## src/rtl/vcbuf_pkg.sv

```systemverilog
package vcbuf_pkg;
    localparam int unsigned DEF_NUM_VC = 4;
    localparam int unsigned DEF_DEPTH  = 8;
    localparam int unsigned DEF_FLIT_W = 32;
endpackage

```

## src/rtl/vcbuf_ram.sv

```systemverilog
module vcbuf_ram #(
    parameter int unsigned ADDR_W = 5,
    parameter int unsigned DATA_W = 32
) (
    input  logic              clk,
    input  logic              we,
    input  logic [ADDR_W-1:0] waddr,
    input  logic [DATA_W-1:0] wdata,
    input  logic [ADDR_W-1:0] raddr,
    output logic [DATA_W-1:0] rdata
);
    localparam int unsigned WORDS = 1 << ADDR_W;

    // Register array without reset and with an asynchronous read: fits LUT RAM
    logic [DATA_W-1:0] mem [WORDS];

    always_ff @(posedge clk) begin
        if (we) mem[waddr] <= wdata;
    end

    assign rdata = mem[raddr];
endmodule

```

## src/rtl/vcbuf_lane.sv

```systemverilog
module vcbuf_lane #(
    parameter int unsigned DEPTH = 8,
    localparam int unsigned PTR_W = $clog2(DEPTH),
    localparam int unsigned CNT_W = $clog2(DEPTH + 1)
) (
    input  logic             clk,
    input  logic             rst_n,
    input  logic             push,
    input  logic             pop,
    output logic [PTR_W-1:0] head,
    output logic [PTR_W-1:0] tail,
    output logic [CNT_W-1:0] count
);
    typedef struct packed {
        logic [PTR_W-1:0] head;
        logic [PTR_W-1:0] tail;
        logic [CNT_W-1:0] cnt;
    } lane_t;

    lane_t st_d, st_q;

    always_comb begin
        st_d = st_q;
        if (push) st_d.tail = st_q.tail + PTR_W'(1);
        if (pop)  st_d.head = st_q.head + PTR_W'(1);
        case ({push, pop})
            2'b10:   st_d.cnt = st_q.cnt + CNT_W'(1);
            2'b01:   st_d.cnt = st_q.cnt - CNT_W'(1);
            default: st_d.cnt = st_q.cnt;
        endcase
    end

    always_ff @(posedge clk or negedge rst_n) begin
        if (!rst_n) st_q <= '0;
        else        st_q <= st_d;
    end

    assign head  = st_q.head;
    assign tail  = st_q.tail;
    assign count = st_q.cnt;
endmodule

```

## src/rtl/vc_flit_store.sv

```systemverilog
module vc_flit_store #(
    parameter int unsigned NUM_VC = vcbuf_pkg::DEF_NUM_VC,
    parameter int unsigned DEPTH  = vcbuf_pkg::DEF_DEPTH,
    parameter int unsigned FLIT_W = vcbuf_pkg::DEF_FLIT_W,
    localparam int unsigned VC_W   = $clog2(NUM_VC),
    localparam int unsigned PTR_W  = $clog2(DEPTH),
    localparam int unsigned CNT_W  = $clog2(DEPTH + 1),
    localparam int unsigned ADDR_W = VC_W + PTR_W
) (
    input  logic                    clk,
    input  logic                    rst_n,
    input  logic                    wr_valid,
    input  logic [VC_W-1:0]         wr_vc,
    input  logic [FLIT_W-1:0]       wr_flit,
    input  logic                    rd_req,
    input  logic [VC_W-1:0]         rd_vc,
    output logic                    rd_valid,
    output logic [FLIT_W-1:0]       rd_flit,
    output logic [NUM_VC*CNT_W-1:0] occupancy,
    output logic                    overflow_err
);
    logic [PTR_W-1:0] head_w [NUM_VC];
    logic [PTR_W-1:0] tail_w [NUM_VC];
    logic [CNT_W-1:0] cnt_w  [NUM_VC];
    logic [NUM_VC-1:0] push_v, pop_v;

    logic wr_full, wr_ok, rd_ok;
    logic [FLIT_W-1:0] ram_q;
    logic err_d, err_q;

    // Fullness and emptiness are taken from the counts at the start of the cycle
    assign wr_full = (cnt_w[wr_vc] == CNT_W'(DEPTH));
    assign wr_ok   = wr_valid && !wr_full;
    assign rd_ok   = rd_req && (cnt_w[rd_vc] != '0);

    for (genvar v = 0; v < NUM_VC; v++) begin : g_lane
        assign push_v[v] = wr_ok && (wr_vc == VC_W'(v));
        assign pop_v[v]  = rd_ok && (rd_vc == VC_W'(v));

        vcbuf_lane #(.DEPTH(DEPTH)) u_lane (
            .clk   (clk),
            .rst_n (rst_n),
            .push  (push_v[v]),
            .pop   (pop_v[v]),
            .head  (head_w[v]),
            .tail  (tail_w[v]),
            .count (cnt_w[v])
        );

        assign occupancy[v*CNT_W +: CNT_W] = cnt_w[v];
    end

    // Region address: channel index on top, local pointer below
    vcbuf_ram #(.ADDR_W(ADDR_W), .DATA_W(FLIT_W)) u_ram (
        .clk   (clk),
        .we    (wr_ok),
        .waddr ({wr_vc, tail_w[wr_vc]}),
        .wdata (wr_flit),
        .raddr ({rd_vc, head_w[rd_vc]}),
        .rdata (ram_q)
    );

    always_comb begin
        err_d = err_q;
        if (wr_valid && wr_full) err_d = 1'b1;
    end

    always_ff @(posedge clk or negedge rst_n) begin
        if (!rst_n) err_q <= 1'b0;
        else        err_q <= err_d;
    end

    assign rd_valid     = rd_ok;
    assign rd_flit      = rd_ok ? ram_q : '0;
    assign overflow_err = err_q;
endmodule

```

## config.mk

```make
export PLATFORM = sky130hd
export DESIGN_NAME = vc_flit_store
export DESIGN_NICKNAME = d
export VERILOG_FILES = /design/src/rtl/vcbuf_pkg.sv /design/src/rtl/vcbuf_ram.sv /design/src/rtl/vcbuf_lane.sv /design/src/rtl/vc_flit_store.sv
export SDC_FILE = /design/constraint.sdc
export NUM_CORES = 1
export LEC_CHECK = 0
export CORE_ASPECT_RATIO = 1.4
export CORE_MARGIN = 2
export CORE_UTILIZATION = 60
export CTS_BUF_LIST = sky130_fd_sc_hd__clkbuf_2
export DETAILED_ROUTE_END_ITERATION = 10
export DONT_BUFFER_PORTS = 1
export PLACE_DENSITY_LB_ADDON = 0.2
export SYNTH_ARGS = -nofsm -noshare
export SYNTH_HDL_FRONTEND = slang
export SYNTH_HIERARCHICAL = 1
export SYNTH_SLANG_ARGS = --single-unit
```

## constraint.sdc

```tcl
create_clock -name clk -period 5.05 [get_ports clk]
set_input_delay 0.7575 -clock clk [delete_from_list [all_inputs] [get_ports clk]]
set_output_delay 0.7575 -clock clk [all_outputs]
set_load 0.05 [all_outputs]
```

# After elaboration in Yosys (flattened, before gate mapping)

Memory sizes are Yosys's and may differ from the RTL's.
Index checks and enable logic that the tools add are counted.
W data, S select, Z words.

Mux-type cells: 19
$lt $le $gt $ge: 2
Equal/unequal tests: 15
Reductions and logical operators: 19
Bitwise operators: 2
Add/sub/neg operators: 16

Operators by type and width:

| cell                  | count |
|---|---|
| $mux W32              | 1 |
| $pmux W4 S2           | 4 |
| $add A3 B1 Y3 const B | 8 |
| $add A4 B1 Y4 const B | 4 |
| $bmux W4 S2           | 2 |
| $eq A2 B2 Y1 const B  | 8 |
| $mux W4               | 4 |
| $sub A4 B1 Y4 const B | 4 |
| $bmux W3 S2           | 2 |
| $eq A2 B1 Y1 const B  | 6 |
| $mux W3               | 4 |
| $logic_and A1 B1 Y1   | 11 |
| $reduce_bool A2 Y1    | 4 |
| $ge A3 B3 Y1 const B  | 2 |
| $not A2 Y3            | 2 |
| $eq A4 B4 Y1 const B  | 1 |
| $logic_not A2 Y1      | 2 |
| $reduce_bool A4 Y1    | 1 |
| $mux W1               | 2 |
| $logic_not A1 Y1      | 1 |

Input bits: 40
Flip-flop bits (word level): 41
Logic and storage cells: 87
Memories: 1
Memory bits (writable): 1,024
Output and inout bits: 50

Memories:

| name      | words | width | rd ports | clocked after memory_dff | write ports | line            | text |
|---|---|---|---|---|---|---|---|
| u_ram.mem | 32    | 32    | 1        | 0                        | 1           | vcbuf_ram.sv:15 | `logic [DATA_W-1:0] mem [WORDS];` |

# Logic depth before layout (Yosys ltp)

Gate-level depths: netlist of the first run.

Depth in word-level cells: 10
Gate-level depth with buffers: 12
Depth with buffers taken out: 11

# Cells and area by module

The synthesis of the first run kept the hierarchy.

By module, submodules not included:

| module        | cells each | sequential area each (um^2) | area each (um^2) | times used |
|---|---|---|---|---|
| vcbuf_ram     | 2,228      | 30,749.5                    | 39,844.5         | 1 |
| vcbuf_lane    | 39         | 250.2                       | 501.7            | 4 |
| vc_flit_store | 111        | 25.0                        | 713.2            | 1 |

# Worst setup path before layout of the first run

Ideal clock, no wire load.

Path type: input to register
Start point: input port wr_vc[0]
End point: memory u_ram.mem[12][0] (enable)
Path slack: 768 ps
Stages on the path: 6
Arrival time: 3,861 ps
Data required time: 4,629 ps
Setup time: 421 ps
Cells stage by stage: buf_2 -> mux4_2 -> a21boi_0 -> or3b_2 -> clkbuf_1 -> nor2_1

Cells in the longest elaborated chain, start to end: 9

Ends and longest elaborated chain:

| element                                    | line                | text |
|---|---|---|
| start, declared                            | vc_flit_store.sv:13 | `input logic [VC_W-1:0] wr_vc,` |
| $not A2 Y3 (not written as such)           | vc_flit_store.sv:32 | `assign wr_full = (cnt_w[wr_vc] == CNT_W'(DEPTH));` |
| $bmux W4 S2                                | vc_flit_store.sv:32 |  |
| $mux W4 (not written as such) (2 in a row) | vc_flit_store.sv:32 |  |
| $eq A4 B4 Y1                               | vc_flit_store.sv:32 |  |
| $logic_not A1 Y1                           | vc_flit_store.sv:33 | `assign wr_ok = wr_valid && !wr_full;` |
| $logic_and A1 B1 Y1                        | vc_flit_store.sv:33 |  |
| named net wr_ok                            | vc_flit_store.sv:27 | `logic wr_full, wr_ok, rd_ok;` |
| $mux W1                                    | vcbuf_ram.sv:18     | `if (we) mem[waddr] <= wdata;` |
| $mux W1 (not written as such)              | vcbuf_ram.sv:18     |  |
| end, declared                              | vcbuf_ram.sv:15     |  |

The timed path passes the listed nets, and every way through them passes these cells. The select of a mux whose other input is x is not followed.

# Worst setup path in the final report of the first run

Start point: register g_lane[2].u_lane.st_q, in the netlist g_lane[2].u_lane/head[0]
End point: output port rd_flit[13]

Cells in the longest elaborated chain, start to end: 5

Ends and longest elaborated chain:

| element                                    | line                | text |
|---|---|---|
| start, declared                            | vcbuf_lane.sv:20    | `lane_t st_d, st_q;` |
| start signal, assigned                     | vcbuf_lane.sv:35    | `else st_q <= st_d;` |
| $bmux W3 S2                                | vc_flit_store.sv:59 | `.raddr ({rd_vc, head_w[rd_vc]}),` |
| $mux W3 (not written as such) (2 in a row) | vc_flit_store.sv:59 |  |
| $mem_v2 Z32 W32                            | n/a                 |  |
| named net ram_q[13]                        | vc_flit_store.sv:28 | `logic [FLIT_W-1:0] ram_q;` |
| $mux W32                                   | vc_flit_store.sv:74 | `assign rd_flit = rd_ok ? ram_q : '0;` |
| end, declared                              | vc_flit_store.sv:18 | `output logic [FLIT_W-1:0] rd_flit,` |

The timed path passes the listed nets, and every way through them passes these cells. The select of a mux whose other input is x is not followed.

==> results by group, run 1 <==
Run status
  • Outcome: complete, no violations

STA
  • Worst setup margin: ~27 ps
  • Final clock skew: 112 ps
  • Maximum achievable frequency: 199 MHz
  • Slew of the pin with the lowest slew margin: 1230 ps
  • Setup repair after global routing missed its margin: true
  • Worst slew margin relative to its limit: 0.178
  • Final count of negative-setup-slack endpoints: 0
  • Final critical-path required period: 5020 ps
  • Min Hold Slack: 189 ps
  • Final Hold Vio Count: 0
  • Final count of pins violating max slew: 0
  • Share of the clock period used by the worst path after layout: 0.995

Yosys
  • Netlist area before placement: 42600 um2
  • Count of flip-flops with a built-in enable after synthesis: between 1000 and 1500
  • Most used flip-flop cell after synthesis: sky130_fd_sc_hd__edfxtp_1
  • Synthesized Nets: 2555
  • Synthesized instance count: 2495
  • Fraction of the yosys area taken by sequential cells: 0.747
  • Number of synthesized register bits: 1065
  • Unique cell type count in the Yosys netlist: 40
  • Syn_area_per_cell: roughly 17 um2
  • Yosys warning count: 6
  • Share of synthesized registers carrying an async set or reset: 0.0385

Floorplan
  • # IOs: 90
  • Die Width: between 200 and 250 um
  • Standard-cell row count: approximately 120
  • Effective utilization at floorplan: 0.606
  • Total die area: 73100 um2
  • Floorplan core area: between 70000 and 80000 um2
  • Die boundary height: 319 um

Drt
  • DR iter-0 viols: 2575
  • Number of nets with antenna violations after detailed routing: 0
  • Residual DRC count: 0
  • Wirelength per Cell: 27.3 um
  • Wire length reported by the detailed router: about 110 mm
  • Number of iterations in the first detailed-routing pass: 6
  • Vias per Instance: slightly above 6
  • Via count: 24300

Finish
  • Most frequent cells in the layout: sky130_fd_sc_hd__edfxtp_1, sky130_fd_sc_hd__mux2i_1, sky130_fd_sc_hd__clkbuf_2
  • Share of post-route cells with drive strength above 1: 0.228
  • Commonest non-fill, non-tap cell in the layout: sky130_fd_sc_hd__edfxtp_1
  • Number of nets in the final layout: between 2000 and 3000
  • Area growth from synthesis to layout: 13.7%

Power
  • Leakage dissipation: roughly 0.018 uW
  • Pwr per Cell Area: between 500 and 600 nW/um2
  • Worst ir drop on vdd: around 0.42 mV

Worst setup path
  • Worst Setup Path Type: flip-flop to output pin
  • Largest fanout of any net on the critical path: 27
  • Critical Path Start Type: flip-flop
  • R2R depth: 12
  • Setup slack on the worst flop-to-flop path: 980 ps
  • Worst setup path startpoint: g_lane[2].u_lane/head[0]
  • Worst Path Required: 4290 ps
  • Terminus of the critical flop-to-flop path: g_lane[0].u_lane/count[2]
  • Arrival @ worst endpoint: between 4000 and 5000 ps
  • End of the critical path: rd_flit[13]
  • Worst reg2reg path startpoint: g_lane[2].u_lane/count[0]
  • Worst Setup End Kind: output pin

Global routing
  • Gr usage total: 0.293
  • Initial antenna violation count: 5
  • Total gr overflow: 0
  • Pin count of the biggest net entering global routing: around 110
  • Via count of the first global-routing pass: 25000
  • First-pass GRT wire length: 156 mm

Placement
  • Port-buffer cells: 0
  • Post-place setup slack: 651 ps
  • Placed wire-length estimate after detailed placement: 55.0 mm
  • Routability cong.: 0.791

CTS
  • Clock latency on the worst-skew pair: 1500 ps
  • Clock H-tree levels: 4
  • CTS buffer count: 228
  • Buffer levels on the longest clock path: 3
  • CTS tree: built
  • Number of sinks on the clock net: 1065
  • Clock-pin slew on the worst setup and hold paths: about 110 ps
  • Buffer type at the clock tree root: sky130_fd_sc_hd__clkbuf_2

Run
  • Max capacitance violation total: 0

Min path
  • Hold WC Path Type: input pin to flip-flop
## repair_timing
item | CTS | global route
hold endpoints to repair | 1567 | 0
hold buffers | 49 | 0
cloned | 13 | 4
resized for setup | 91 | 66
endpoints found under the setup margin | 33 | 32
setup buffers | 26 | 1
pin swaps | 11 | 9
## cell type report
| cell class | instances | area [um2] |
|---|---|---|
| Timing Repair Buffer | 211 | 2580 |
| Multi-Input combinational cell | 1290 | 10600 |
| Clock buffer | 320 | 1600 |
| Sequential cell | 1065 | 31800 |
| Clock inverter | 93 | 611 |
| Antenna cell | 4 | 10.0 |
| Tap cell | 936 | 1170 |
| Fill cell | 4721 | 21800 |
| Inverter | 4 | 15.0 |
## stage by stage
step           utilization  TNS [ps]  std cells  total power (uW)  cell area (um2)
2_1_floorplan            -         0       2495             16400            42600
3_5_place_dp         0.631         0       3413             18400            44300
4_1_cts              0.685     -2660       3914             24900            48100
6_report             0.689         0       3923             25100            48400
5_1_grt              0.689     -2630       3922             26100            48400
3_3_place_gp         0.631         0       3413             18200            44300
## kinds of logic (layout without fill, tap and decap cells)
| group | count (synthesis) | in the layout | synth area share |
|---|---|---|---|
| flops | 1065 | 1065 | 0.747 |
| mux | 533 | 533 | 0.129 |
| simple gates | 388 | 391 | 0.0426 |
| compound gates | 310 | 310 | 0.0493 |
| buf+inv | 143 | 628 | 0.0198 |
| xor+xnor | 36 | 36 | 0.00741 |
| fa+ha+maj | 20 | 20 | 0.00588 |
| other cells | 0 | 4 | 0 |
## cells in the mapped netlist (all sizes together), types with 20 or more instances
cell / number / area, um2
nand3: 100 / 500
edfxtp: 1024 / 30700
mux2i: 512 / 5120
nor3: 36 / 180
ha: 20 / 250
buf: 86 / 621
a31oi: 36 / 225
dfrtp: 41 / 1030
xor2: 24 / 210
clkbuf: 53 / 206
a22o: 64 / 561
a21oi: 108 / 541
a22oi: 96 / 721
nand2: 139 / 522
nor2: 72 / 270
## routing by layer
| layer | global-route usage | share of wire | up-vias |
|---|---|---|---|
| met5 | 0 | 0.00012 | - |
| met4 | 0.111 | 0.032 | 2 |
| met3 | 0.0619 | 0.081 | 203 |
| met2 | 0.499 | 0.52 | 1222 |
| met1 | 0.369 | 0.37 | 12300 |
| li1 | - | - | 10600 |
## state kept, by name, indices dropped and copies added (netlist names)
name	cells
g_lane.u_lane/tail	12
overflow_err	1
g_lane.u_lane/head	12
u_ram/mem	1024
g_lane.u_lane/count	16
## critical path, stage by stage, from the launching register on
cell	delay, ps
sky130_fd_sc_hd__dfrtp_1	400
sky130_fd_sc_hd__mux4_4	620
sky130_fd_sc_hd__buf_12	190
sky130_fd_sc_hd__buf_12	150
sky130_fd_sc_hd__buf_16	170
sky130_fd_sc_hd__mux2i_1	160
sky130_fd_sc_hd__a22o_1	260
sky130_fd_sc_hd__nor3_2	230
sky130_fd_sc_hd__a31oi_2	90
sky130_fd_sc_hd__nand3_1	130
sky130_fd_sc_hd__nand2_1	90
sky130_fd_sc_hd__nor2_2	110
sky130_fd_sc_hd__buf_6	170
## report_power, final
part | internal (uW) | switching, uW | total (uW)
combinational | 3730 | 5260 | 8980
clock | 2150 | 3210 | 5360
sequential | 10200 | 540 | 10800
## worst min path at each step
| stage | from | to | cells after the start |
|---|---|---|---|
| final | rd_vc[1] | g_lane[0].u_lane/head[2] | 4 |
| after global routing | rd_vc[1] | g_lane[0].u_lane/head[0] | 3 |
| after CTS | rd_vc[1] | g_lane[0].u_lane/head[2] | 4 |
| after detailed placement | rst_n | g_lane[3].u_lane/count[0] | 0 |
| after global placement | g_lane[0].u_lane/tail[2] | g_lane[0].u_lane/tail[2] | 1 |
| after floorplan | g_lane[1].u_lane/head[2] | g_lane[1].u_lane/head[2] | 1 |
No activity file was read; power rests on OpenSTA's default activity.
==> run 2: changes to the inputs <==
--- a/config.mk
+++ b/config.mk
@@ -7,8 +7,9 @@
 export LEC_CHECK = 0
 export CORE_ASPECT_RATIO = 1.4
 export CORE_MARGIN = 2
-export CORE_UTILIZATION = 60
+export CORE_UTILIZATION = 61
 export CTS_BUF_LIST = sky130_fd_sc_hd__clkbuf_2
+export CTS_CLUSTER_SIZE = 12
 export DETAILED_ROUTE_END_ITERATION = 10
 export DONT_BUFFER_PORTS = 1
 export PLACE_DENSITY_LB_ADDON = 0.2
==> results by group, run 2 (synthesis results as in run 1) <==
Run status
  • Outcome: finished, violations left
  • Violations in the final reports: setup timing

Finish
  • Final instance count without filler cells: 3910
  • Commonest non-fill, non-tap cell in the layout: sky130_fd_sc_hd__edfxtp_1
  • Number of nets in the final layout: 2869
  • Max reg flops: 1024
  • Share of post-route cells with drive strength above 1: 0.240
  • Most frequent cells in the layout: sky130_fd_sc_hd__edfxtp_1, sky130_fd_sc_hd__mux2i_1, sky130_fd_sc_hd__clkbuf_2
  • Area growth from synthesis to layout: 14.7%
  • Register with the highest flop count: u_ram/mem

Global routing
  • Met2 routing resource usage after global routing: 0.528
  • Gr usage total: 0.310
  • Pin count of the biggest net entering global routing: 77
  • Initial antenna violation count: 7
  • First-pass GRT wire length: approximately 160 mm
  • Met1 GRT Util: 0.383
  • Via count of the first global-routing pass: about 25000
  • Peak-usage layer in the global routing report: met2
  • Total gr overflow: 0
  • M3 GR Usage: 0.0638

STA
  • Setup repair after global routing missed its margin: true
  • Maximum achievable frequency: slightly below 200 MHz
  • Final count of negative-setup-slack endpoints: 1
  • Final critical-path required period: 5050 ps
  • Final clock skew: 121 ps
  • Final Hold Vio Count: 0
  • Worst slew margin relative to its limit: 0.223
  • Share of the clock period used by the worst path after layout: 1.00
  • Final count of pins violating max slew: 0
  • Worst setup margin: -1.92 ps
  • Min Hold Slack: 157 ps
  • Setup TNS: -1.92 ps
  • Slew of the pin with the lowest slew margin: 1160 ps

Floorplan
  • Die boundary height: 317 um
  • # IOs: 90
  • Total die area: 71900 um2
  • Die Width: 227 um
  • Effective utilization at floorplan: 0.617
  • Floorplan core area: about 69000 um2
  • Standard-cell row count: 114

Worst setup path
  • Worst setup path startpoint: g_lane[3].u_lane/head[0]
  • Worst Path Required: ~4300 ps
  • Critical Path Start Type: flip-flop
  • Worst Setup End Kind: output pin
  • Terminus of the critical flop-to-flop path: u_ram/mem[28][2]
  • Worst reg2reg path startpoint: g_lane[0].u_lane/count[1]
  • Worst Setup Path Type: flip-flop to output pin
  • Crit path largest cell delay: around 700 ps
  • Largest fanout of any net on the critical path: 10
  • Cell breakdown of the critical path: mux4_4 -> buf_12 -> buf_12 -> buf_16 -> buf_8 -> mux2i_1 -> a22oi_1 -> nand3_1 -> nand3_2 -> nand2_2 -> nor2_4 -> buf_8
  • R2R depth: 6
  • Setup slack on the worst flop-to-flop path: 1040 ps
  • Arrival @ worst endpoint: between 4000 and 5000 ps
  • End of the critical path: rd_flit[15]
  • Cell at the slowest stage of the critical path: sky130_fd_sc_hd__mux4_4

Drt
  • Number of iterations in the first detailed-routing pass: 6
  • Wirelength per Cell: 28.1 um
  • Number of nets with antenna violations after detailed routing: 0
  • DR iter-0 viols: approximately 2800
  • Via count: 24700
  • Residual DRC count: 0
  • Vias per Instance: 6.31
  • Wire length reported by the detailed router: approximately 110 mm

Placement
  • Placed Instances: 3400
  • Port-buffer cells: 0
  • Post-place setup slack: roughly 590 ps
  • Placed wire-length estimate after detailed placement: 56.6 mm
  • Routability cong.: 0.801

Min path
  • Hold WC Path Type: input pin to flip-flop

Run
  • Max capacitance violation total: 0

CTS
  • Buffer levels on the longest clock path: 3
  • Clock H-tree levels: 4
  • Buffer type at the clock tree root: sky130_fd_sc_hd__clkbuf_2
  • Clock latency on the worst-skew pair: 1520 ps
  • CTS buffer count: 226
  • Number of sinks on the clock net: 1065
  • CTS tree: built
  • Clock-pin slew on the worst setup and hold paths: 130 ps

Power
  • Worst ir drop on vdd: about 0.38 mV
  • Clock power share: 0.202
  • Combinational group share of total power: 0.374
  • Leakage dissipation: 0.0176 uW
  • Net Switching: 9110 uW
  • Pwr per Cell Area: 519 nW/um2
  • Reg power frac: 0.424
  • Internal power consumption: between 15000 and 20000 uW
  • Switching share of total power: 0.359
-- run 2: cell types whose count changed in the layout (fill, tap and decap cells not counted), sizes merged, moves of 2 or more --
cell	before	now
bufbuf	6	4
inv	8	10
bufinv	8	4
clkbuf	323	335
buf	157	169
clkinv	78	56
clkinvlp	3	1
-- run 2: power by group through the flow --
stage,clock network [uW],logic [uW],registers [uW]
after floorplan,0,5510,10900
after global placement,0,7430,10900
after detailed placement,0,7570,11000
after CTS,5190,9050,10800
after global routing,5630,9910,10800
final,5120,9500,10800
-- run 2: worst min path at each step --
| stage | from | end | slack (ps) | depth (start not counted) |
|---|---|---|---|---|
| floorplan | g_lane[1].u_lane/head[2] | g_lane[1].u_lane/head[2] | 440 | 1 |
| global placement | rst_n | g_lane[3].u_lane/tail[1] | 460 | 0 |
| detailed placement | rst_n | g_lane[3].u_lane/count[0] | 460 | 0 |
| CTS | wr_vc[1] | u_ram/mem[9][0] | 20 | 3 |
| global route | wr_flit[13] | u_ram/mem[6][13] | 50 | 2 |
| finish | wr_flit[13] | u_ram/mem[6][13] | 160 | 2 |
-- run 2: layer usage --
metal	routed length (um)	part of all wire	vias to the layer above
met4	4640	0.042	4
met3	9650	0.088	295
li1	-	-	10600
met2	56500	0.51	1407
met1	39100	0.36	12300
met5	27	0.00025	-
-- run 2: layout make-up --
type | count | area (um2)
Sequential cell | 1065 | 31800
Clock inverter | 67 | 383
Timing Repair Buffer | 222 | 3040
Tap cell | 928 | 1160
Multi-Input combinational cell | 1290 | 10800
Inverter | 4 | 15.0
Antenna cell | 4 | 10.0
Fill cell | 4429 | 20200
Clock buffer | 330 | 1650
-- run 2: through the flow --
step                power (uW)   util  area, um2
global route             26400  0.707      48800
global placement         18400  0.644      44500
finish                   25400  0.707      48800
detailed placement       18500  0.644      44500
floorplan                16400      -      42600
CTS                      25000  0.701      48400
-- run 2: timing repair --
| action | in CTS | in global routing |
|---|---|---|
| cloned | 16 | 5 |
| hold endpoints to repair | 1399 | 0 |
| setup endpoints to repair | 32 | 32 |
| resized for setup | 149 | 62 |
| hold buffers | 50 | 0 |
| pin swaps | 50 | 59 |
| buffers inserted | 32 | 6 |
-- run 2: worst max-delay path: cells and delay by family, from the launching register on --
family          cells  cell delay (ps)
simple gates        4              560
mux                 2              830
compound gates      1              230
flops               1              420
buf+inv             5              800
